<file path="config.mk">
export PLATFORM = sky130hd
export DESIGN_NAME = tempConvSched
export DESIGN_NICKNAME = d
export VERILOG_FILES = /design/src/rtl/tempSchedPkg.sv /design/src/rtl/tempSchedCtrl.sv /design/src/rtl/tempSchedData.sv /design/src/rtl/tempConvSched.sv
export SDC_FILE = /design/constraint.sdc
export NUM_CORES = 1
export LEC_CHECK = 0
export BUFFER_PORTS_ARGS = -buffer_cell sky130_fd_sc_hd__clkbuf_2
export CAP_MARGIN = 15
export CORE_UTILIZATION = 50
export CTS_CLUSTER_DIAMETER = 40
export DETAILED_ROUTE_END_ITERATION = 8
export GPL_ROUTABILITY_DRIVEN = 0
export GPL_TIMING_DRIVEN = 0
export PLACE_DENSITY_LB_ADDON = 0.08
export SETUP_SLACK_MARGIN = 0.4
export SYNTH_ARGS = -nofsm -noshare
export SYNTH_HDL_FRONTEND = slang
export SYNTH_SLANG_ARGS = --single-unit
</file>
<file path="constraint.sdc">
create_clock -name clk -period 3.85 [get_ports clk]
set_input_delay 0.77 -clock clk [delete_from_list [all_inputs] [get_ports clk]]
set_output_delay 0.77 -clock clk [all_outputs]
set_load 0.02 [all_outputs]
</file>
<file path="src/rtl/tempSchedPkg.sv">
package tempSchedPkg;

  typedef enum logic [1:0] {
    PH_BOOT,
    PH_CONV,
    PH_WAIT,
    PH_SHUT
  } phase_t;

  // strobes from the sequencer to the result datapath
  typedef struct packed {
    logic store;
    logic extSel;
  } dpStrobe_t;

endpackage

</file>
<file path="src/rtl/tempSchedCtrl.sv">
module tempSchedCtrl
  import tempSchedPkg::*;
#(
  parameter int unsigned RATE0_TICKS = 4000,
  parameter int unsigned RATE1_TICKS = 1000,
  parameter int unsigned RATE2_TICKS = 250,
  parameter int unsigned RATE3_TICKS = 125,
  parameter int unsigned CNT_W       = 12
) (
  input  logic       clk,
  input  logic       rstN,
  input  logic [1:0] rateSel,
  input  logic       shutdownEn,
  input  logic       oneShotWr,
  input  logic       extMode,
  input  logic       tick,
  input  logic       adcDone,
  output logic       adcStart,
  output logic       oneShotStat,
  output dpStrobe_t  strobe
);

  localparam logic [CNT_W-1:0] CNT_MAX = '1;

  phase_t           phase, phaseNext;
  logic [CNT_W-1:0] tickCnt;
  logic [CNT_W-1:0] periodSel;
  logic             launch;
  logic             counting;

  always_comb begin
    case (rateSel)
      2'b00:   periodSel = CNT_W'(RATE0_TICKS);
      2'b01:   periodSel = CNT_W'(RATE1_TICKS);
      2'b10:   periodSel = CNT_W'(RATE2_TICKS);
      default: periodSel = CNT_W'(RATE3_TICKS);
    endcase
  end

  always_comb begin
    launch    = 1'b0;
    phaseNext = phase;
    case (phase)
      PH_BOOT: launch = 1'b1;
      PH_CONV: if (adcDone) phaseNext = shutdownEn ? PH_SHUT : PH_WAIT;
      PH_WAIT: begin
        if (shutdownEn)               phaseNext = PH_SHUT;
        else if (tickCnt >= periodSel) launch   = 1'b1;
      end
      PH_SHUT: if (!shutdownEn || oneShotWr) launch = 1'b1;
      default: phaseNext = PH_BOOT;
    endcase
    if (launch) phaseNext = PH_CONV;
  end

  assign counting = tick && (phase == PH_CONV || phase == PH_WAIT) && (tickCnt != CNT_MAX);

  always_ff @(posedge clk or negedge rstN) begin
    if (!rstN) begin
      phase    <= PH_BOOT;
      adcStart <= 1'b0;
      tickCnt  <= '0;
    end else begin
      phase    <= phaseNext;
      adcStart <= launch;
      if (launch)        tickCnt <= '0;
      else if (counting) tickCnt <= tickCnt + 1'b1;
    end
  end

  assign oneShotStat   = (phase == PH_SHUT);
  assign strobe.store  = (phase == PH_CONV) && adcDone;
  assign strobe.extSel = extMode;

endmodule

</file>
<file path="src/rtl/tempSchedData.sv">
module tempSchedData
  import tempSchedPkg::*;
#(
  parameter int unsigned SAMPLE_W = 13,
  parameter int unsigned WORD_W   = 16
) (
  input  logic                clk,
  input  logic                rstN,
  input  dpStrobe_t           strobe,
  input  logic [SAMPLE_W-1:0] adcSample,
  output logic [WORD_W-1:0]   tempWord,
  output logic                cmpStrobe
);

  localparam int unsigned NORM_W   = SAMPLE_W - 1;
  localparam int unsigned NORM_PAD = WORD_W - NORM_W;
  localparam int unsigned EXT_PAD  = WORD_W - SAMPLE_W - 1;

  logic [NORM_W-1:0] clamped;
  logic              overflow;
  logic [WORD_W-1:0] normWord, extWord;

  // the top two sample bits disagree when the value leaves the 12-bit range
  assign overflow = adcSample[SAMPLE_W-1] ^ adcSample[SAMPLE_W-2];
  assign clamped  = overflow ? {adcSample[SAMPLE_W-1], {(NORM_W-1){~adcSample[SAMPLE_W-1]}}}
                             : adcSample[NORM_W-1:0];
  assign normWord = {clamped, {NORM_PAD{1'b0}}};
  assign extWord  = {adcSample, {EXT_PAD{1'b0}}, 1'b1};

  always_ff @(posedge clk or negedge rstN) begin
    if (!rstN) begin
      tempWord  <= '0;
      cmpStrobe <= 1'b0;
    end else begin
      cmpStrobe <= strobe.store;
      if (strobe.store) tempWord <= strobe.extSel ? extWord : normWord;
    end
  end

endmodule

</file>
<file path="src/rtl/tempConvSched.sv">
module tempConvSched
  import tempSchedPkg::*;
#(
  parameter int unsigned RATE0_TICKS = 4000,
  parameter int unsigned RATE1_TICKS = 1000,
  parameter int unsigned RATE2_TICKS = 250,
  parameter int unsigned RATE3_TICKS = 125
) (
  input  logic        clk,
  input  logic        rstN,
  input  logic [1:0]  rateSel,
  input  logic        shutdownEn,
  input  logic        oneShotWr,
  input  logic        extMode,
  input  logic        tick,
  input  logic        adcDone,
  input  logic [12:0] adcSample,
  output logic        adcStart,
  output logic [15:0] tempWord,
  output logic        oneShotStat,
  output logic        cmpStrobe
);

  localparam int unsigned MAX01 = (RATE0_TICKS > RATE1_TICKS) ? RATE0_TICKS : RATE1_TICKS;
  localparam int unsigned MAX23 = (RATE2_TICKS > RATE3_TICKS) ? RATE2_TICKS : RATE3_TICKS;
  localparam int unsigned MAX_TICKS = (MAX01 > MAX23) ? MAX01 : MAX23;
  localparam int unsigned CNT_W = $clog2(MAX_TICKS + 2);

  dpStrobe_t strobe;

  tempSchedCtrl #(
    .RATE0_TICKS(RATE0_TICKS),
    .RATE1_TICKS(RATE1_TICKS),
    .RATE2_TICKS(RATE2_TICKS),
    .RATE3_TICKS(RATE3_TICKS),
    .CNT_W      (CNT_W)
  ) u_ctrl (
    .clk        (clk),
    .rstN       (rstN),
    .rateSel    (rateSel),
    .shutdownEn (shutdownEn),
    .oneShotWr  (oneShotWr),
    .extMode    (extMode),
    .tick       (tick),
    .adcDone    (adcDone),
    .adcStart   (adcStart),
    .oneShotStat(oneShotStat),
    .strobe     (strobe)
  );

  tempSchedData #(
    .SAMPLE_W(13),
    .WORD_W  (16)
  ) u_data (
    .clk      (clk),
    .rstN     (rstN),
    .strobe   (strobe),
    .adcSample(adcSample),
    .tempWord (tempWord),
    .cmpStrobe(cmpStrobe)
  );

endmodule

</file>
---- Word-level counts from Yosys, hierarchy flattened ----
Index checks and enable logic that the tools add are counted.
Widths: inputs -> output; s select.
storage, ports and cells
  input port bits ......................... 22
  output and inout bits ................... 19
  bits in registers ....................... 32
operators by class
  magnitude comparators ................... 1
  $add $sub $neg .......................... 1
  equal/unequal tests ..................... 8
  bitwise operators ....................... 2
  reduce and logical (&&, ||, !) cells .... 11
  muxes and demuxes ....................... 14
operators by type and width
  cell                   number
  $mux 12                3
  $pmux 12 s3            1
  $mux 16                1
  $add 12x1->12 const B  1
  $ge 12x12->1           1
  $ne 12x12->1 const B   1
  $eq 2x2->1 const B     3
  $mux 2                 3
  $ne 3x2->1 const B     2
  $eq 2x1->1 const B     2
  $logic_not 2->1        2
  $mux 1                 4
  $pmux 2 s2             1
  $logic_and 1x1->1      3
  $pmux 1 s3             1
  $reduce_and 3->1       1
  $reduce_bool 3->1      1
  $logic_or 1x1->1       2
  $reduce_bool 2->1      1
  $logic_not 1->1        1
  $not 1->1              1
  $xor 1x1->1            1

---- Longest topological paths before layout ----
  depth after elaboration ................. 8
  gate-level depth with buffers ........... 10
  mapped depth without buffers ............ 8

---- Hierarchy ----
From an unflattened synthesis, not the netlist that was laid out.
unflattened totals
  cells, all modules ...................... 208
  area total of the unflattened synthesis .. 1919.3 um^2
modules (own cells, without submodules)
  module         times used  cells an instance  area an instance (um^2)  seq. area each (um^2)
  tempSchedCtrl  1           127                1118.6                   375.4
  tempSchedData  1           81                 800.8                    375.4

---- Least setup slack after synthesis ----
Ideal clock, no wire load.
  path type ............................... in2reg
  start ................................... input port rateSel[1]
  end ..................................... register u_ctrl.phase[0]
  arrival time ............................ 2534 ps
  cell stages on the path ................. 8
  slack ................................... 1190 ps
  data required time ...................... 3724 ps
  cells stage by stage .................... buf_4 > or2b_1 > ha_1 > o21a_1 > a221oi_1 > a2111oi_1 > o31a_2 > a221o_2
between the ends
  cells in the longest elaborated chain, start to end .. 8
  elaborated cells on any way between the ends .. 13
  those cells by class .................... 1 x order compare; 4 x eq/ne; 5 x mux; 3 x reduce/logical
RTL lines
  item                                                              RTL line             RTL
  start: declaration                                                tempConvSched.sv:11  input logic [1:0] rateSel,
  $eq 2x2->1 (tied with other cells)                                tempSchedCtrl.sv:32  case (rateSel)
  $pmux 12 s3 (*)                                                   tempSchedCtrl.sv:32
  $ge 12x12->1 (*)                                                  tempSchedCtrl.sv:48  else if (tickCnt >= periodSel) launch = 1'b1;
  $mux 1 (*)                                                        tempSchedCtrl.sv:48
  $mux 1 (*)                                                        tempSchedCtrl.sv:47  if (shutdownEn) phaseNext = PH_SHUT;
  $pmux 1 s3 (*)                                                    tempSchedCtrl.sv:43  case (phase)
  $ne 3x2->1 (no source line) or $reduce_bool 3->1 (tied branches)  n/a
  $reduce_and 3->1 (no source line)                                 n/a
  end signal: assignment                                            tempSchedCtrl.sv:64  phase <= phaseNext;
  end: declaration                                                  tempSchedCtrl.sv:25  phase_t phase, phaseNext;
Mark *: on every way between the ends. The rest lies on a longest branch, timed or not.
A chain may end at the register's enable or synchronous reset.

---- Final worst setup path ----
Same ends and word-level chain as after synthesis.

==> flow_summary.json <==
{
  "worstSetupEndpointType": "flip-flop",
  "crit_type": "in -> reg",
  "fin_worst_skew_ps": 3.999,
  "insertion_delay_ps": 280,
  "grt_pass1_vias": 1434,
  "max_freq_mhz": 372.6,
  "num_vias": 1590,
  "hp-start": "u_data.tempWord[7]",
  "clockBufferDepth": 2,
  "power_density_nw_per_um2": 593.2,
  "fin_crit_ps": 2684,
  "layout.cells.non_filler": 303,
  "ys_warn_count": 0,
  "rows": 21,
  "synth_xor_area_frac": 0.04257,
  "dp_slack_ps": 847.7,
  "hold_violations": 0,
  "die_x_um": 62.86,
  "setup_viol": 0,
  "rrSetupSlack_ps": 1740,
  "fillers": 323,
  "r2r_cells": 6,
  "synth_edf_count": 0,
  "final_antenna_net_count": 0,
  "synthAdderAreaFrac": 0.08784,
  "switching_share": 0.4170,
  "place_hpwl_um": 2737,
  "ys_seq_area_frac": 0.4054,
  "p_seq_frac": 0.368,
  "final_cell_mix": "clkbuf_2, dfrtp_1, nand2_1, nor2_1, a21oi_1",
  "synth_area_per_cell_sq_um": 8.735,
  "required_ps": 4020,
  "area_delta_synth_final_pct": 17.57,
  "htreeDepth": 2,
  "postLayoutSetupSlackWorst_ps": 1166,
  "finalPower_mw": 1.291,
  "grt_pass1_wl_um": 6334,
  "p_clk_frac": 0.183,
  "numCtsBuffers": 5,
  "final_area_sq_um": 2177,
  "post_route_cells_drive_above_1_share": 0.2062,
  "antenna_found_initial": 0,
  "antenna_cells": 0,
  "slew_headroom": 0.3916,
  "drc_errors": 0,
  "post-route-util": 0.6325,
  "leakagePower_nw": 1.059,
  "holdPathStages": 2,
  "overflow": 0,
  "yosysUniqueCellTypes": 41,
  "fin_tns_setup_ps": 0,
  "start_util": 0.5380,
  "grt_use_total": 0.2025,
  "fp.dieH_um": 62.86,
  "cts-resized-gates": 0,
  "cts_root_buf": "clkbuf_8",
  "syn_inst": 212,
  "min_path_type": "reg -> reg",
  "wl_per_cell_um": 12.04,
  "path_max_fanout": 8,
  "drtIter0Drc": 69,
  "via_per_inst": 5.248,
  "rsz0062_at_grt": "false",
  "die-area_sq_um": 3951,
  "cts_hold_buf": 0,
  "p_comb_frac": 0.448,
  "worst_slew_pin_slew_ps": 905.7,
  "synth_seq_cells": 30,
  "clk_pin_slew_ps": 60,
  "ir_drop_mv": 0.2916,
  "cp-start-kind": "input pin",
  "final_common_cell": "clkbuf_2",
  "drv_cap": 0,
  "clock_sinks": 30,
  "internal_power_mw": 0.7529,
  "io_pins": 41,
  "dp.cells": 296,
  "postCtsSetupBuffers": 0,
  "async_flop_share": 1.000,
  "firstDrtPassIters": 5,
  "reg2reg_to": "u_ctrl.phase[0]",
  "grt_max_degree": 31,
  "synth_top_family_by_area": "simple AND/OR/NAND/NOR gates",
  "cts_tree": "yes",
  "nNetsFinal": 292,
  "syn_area_sq_um": 1852,
  "p_switching_mw": 0.5385,
  "muxShareOfSynthArea": 0.01081,
  "fin_crit_sh": 0.6970,
  "synth_compound_area_frac": 0.1574,
  "totalWireLength_um": 3649,
  "hold_path_end": "u_data.tempWord[7]",
  "outcome": "completed",
  "synthFlopType": "dfrtp_1",
  "place_area_sq_um": 2098,
  "coreArea_sq_um": 3442,
  "synth-simple-area-share": 0.2392,
  "fin_hold_ws_ps": 475.1,
  "drv_slew": 0,
  "critPathArrivalTime_ps": 2850,
  "io_buffers": 37,
  "rr_startpoint": "u_ctrl.tickCnt[1]"
}
-- critical path, cell delays in order --
cell and delay, ps:
clkbuf_2 100, buf_4 160, nor2_1 250, inv_1 120, ha_1 330, a221oi_1 270, o21ai_0 140, o31a_2 410
a221o_2 310
-- worst max-delay path by stage --
stage	depth (start not counted)	end	startpoint	slack, ps
finish	9	u_ctrl.phase[0]	rateSel[1]	1170
global route	9	u_ctrl.phase[0]	rateSel[1]	990
CTS	9	u_ctrl.phase[0]	rateSel[1]	1130
detailed placement	9	u_ctrl.phase[0]	rateSel[1]	850
global placement	9	u_ctrl.phase[0]	rateSel[1]	870
floorplan	8	u_ctrl.phase[0]	rateSel[1]	1190
-- logic make-up (layout without fill, tap and decap cells) --
group | after synthesis | count (layout)
fa+ha+maj | 13 | 13
simple gates | 87 | 87
mux | 2 | 2
buf+inv | 21 | 65
compound gates | 49 | 49
xor+xnor | 9 | 9
other cells | 1 | 2
flops | 30 | 30
-- registers in the layout (all words and copies together), names as in the netlist --
| name | flops |
|---|---|
| u_data.cmpStrobe | 1 |
| u_ctrl.tickCnt | 12 |
| u_ctrl.adcStart | 1 |
| u_ctrl.phase | 2 |
| u_data.tempWord | 14 |
-- power groups by stage --
stage	registers [mW]	logic [mW]	clock network (mW)
floorplan	0.571	0.313	0
global placement	0.480	0.577	0
detailed placement	0.483	0.584	0
CTS	0.478	0.587	0.244
global route	0.491	0.646	0.257
finish	0.476	0.579	0.237
-- cells in the mapped netlist (all sizes together), types with 4 or more instances --
cell    count  area (sq um)
dfrtp      30         750.7
nand2      24         90.09
nor2       21         81.33
a21oi      20         100.1
o21ai      15         75.07
ha         13         162.7
inv        10         37.54
nand3       7         35.03
nand3b      7         52.55
buf         6         45.04
and2        5         32.53
nand2b      5         31.28
nor3        5         25.02
xor2        5         43.79
and3        4         25.02
clkbuf      4         15.01
xnor2       4         35.03
-- layout make-up --
type                            instances  area [sq um]  area share
Timing Repair Buffer                   37         185.2     0.08506
Sequential cell                        30         750.7      0.3448
Tap cell                               46         57.56     0.02644
Inverter                               11         41.29     0.01897
Clock buffer                            5         68.82     0.03161
Buffer                                 10         60.06     0.02759
Clock inverter                          2         10.01    0.004598
Multi-Input combinational cell        162          1003      0.4609
-- layer usage --
layer | vias to the layer above | global-route usage | part of all wire
met5 | - | 0 | 0
met1 | 716 | 0.2834 | 0.51
met2 | 43 | 0.3098 | 0.43
met3 | 5 | 0.04562 | 0.048
li1 | 826 | - | -
met4 | 0 | 0.06105 | 0.012
No activity file was read; power rests on OpenSTA's default activity.
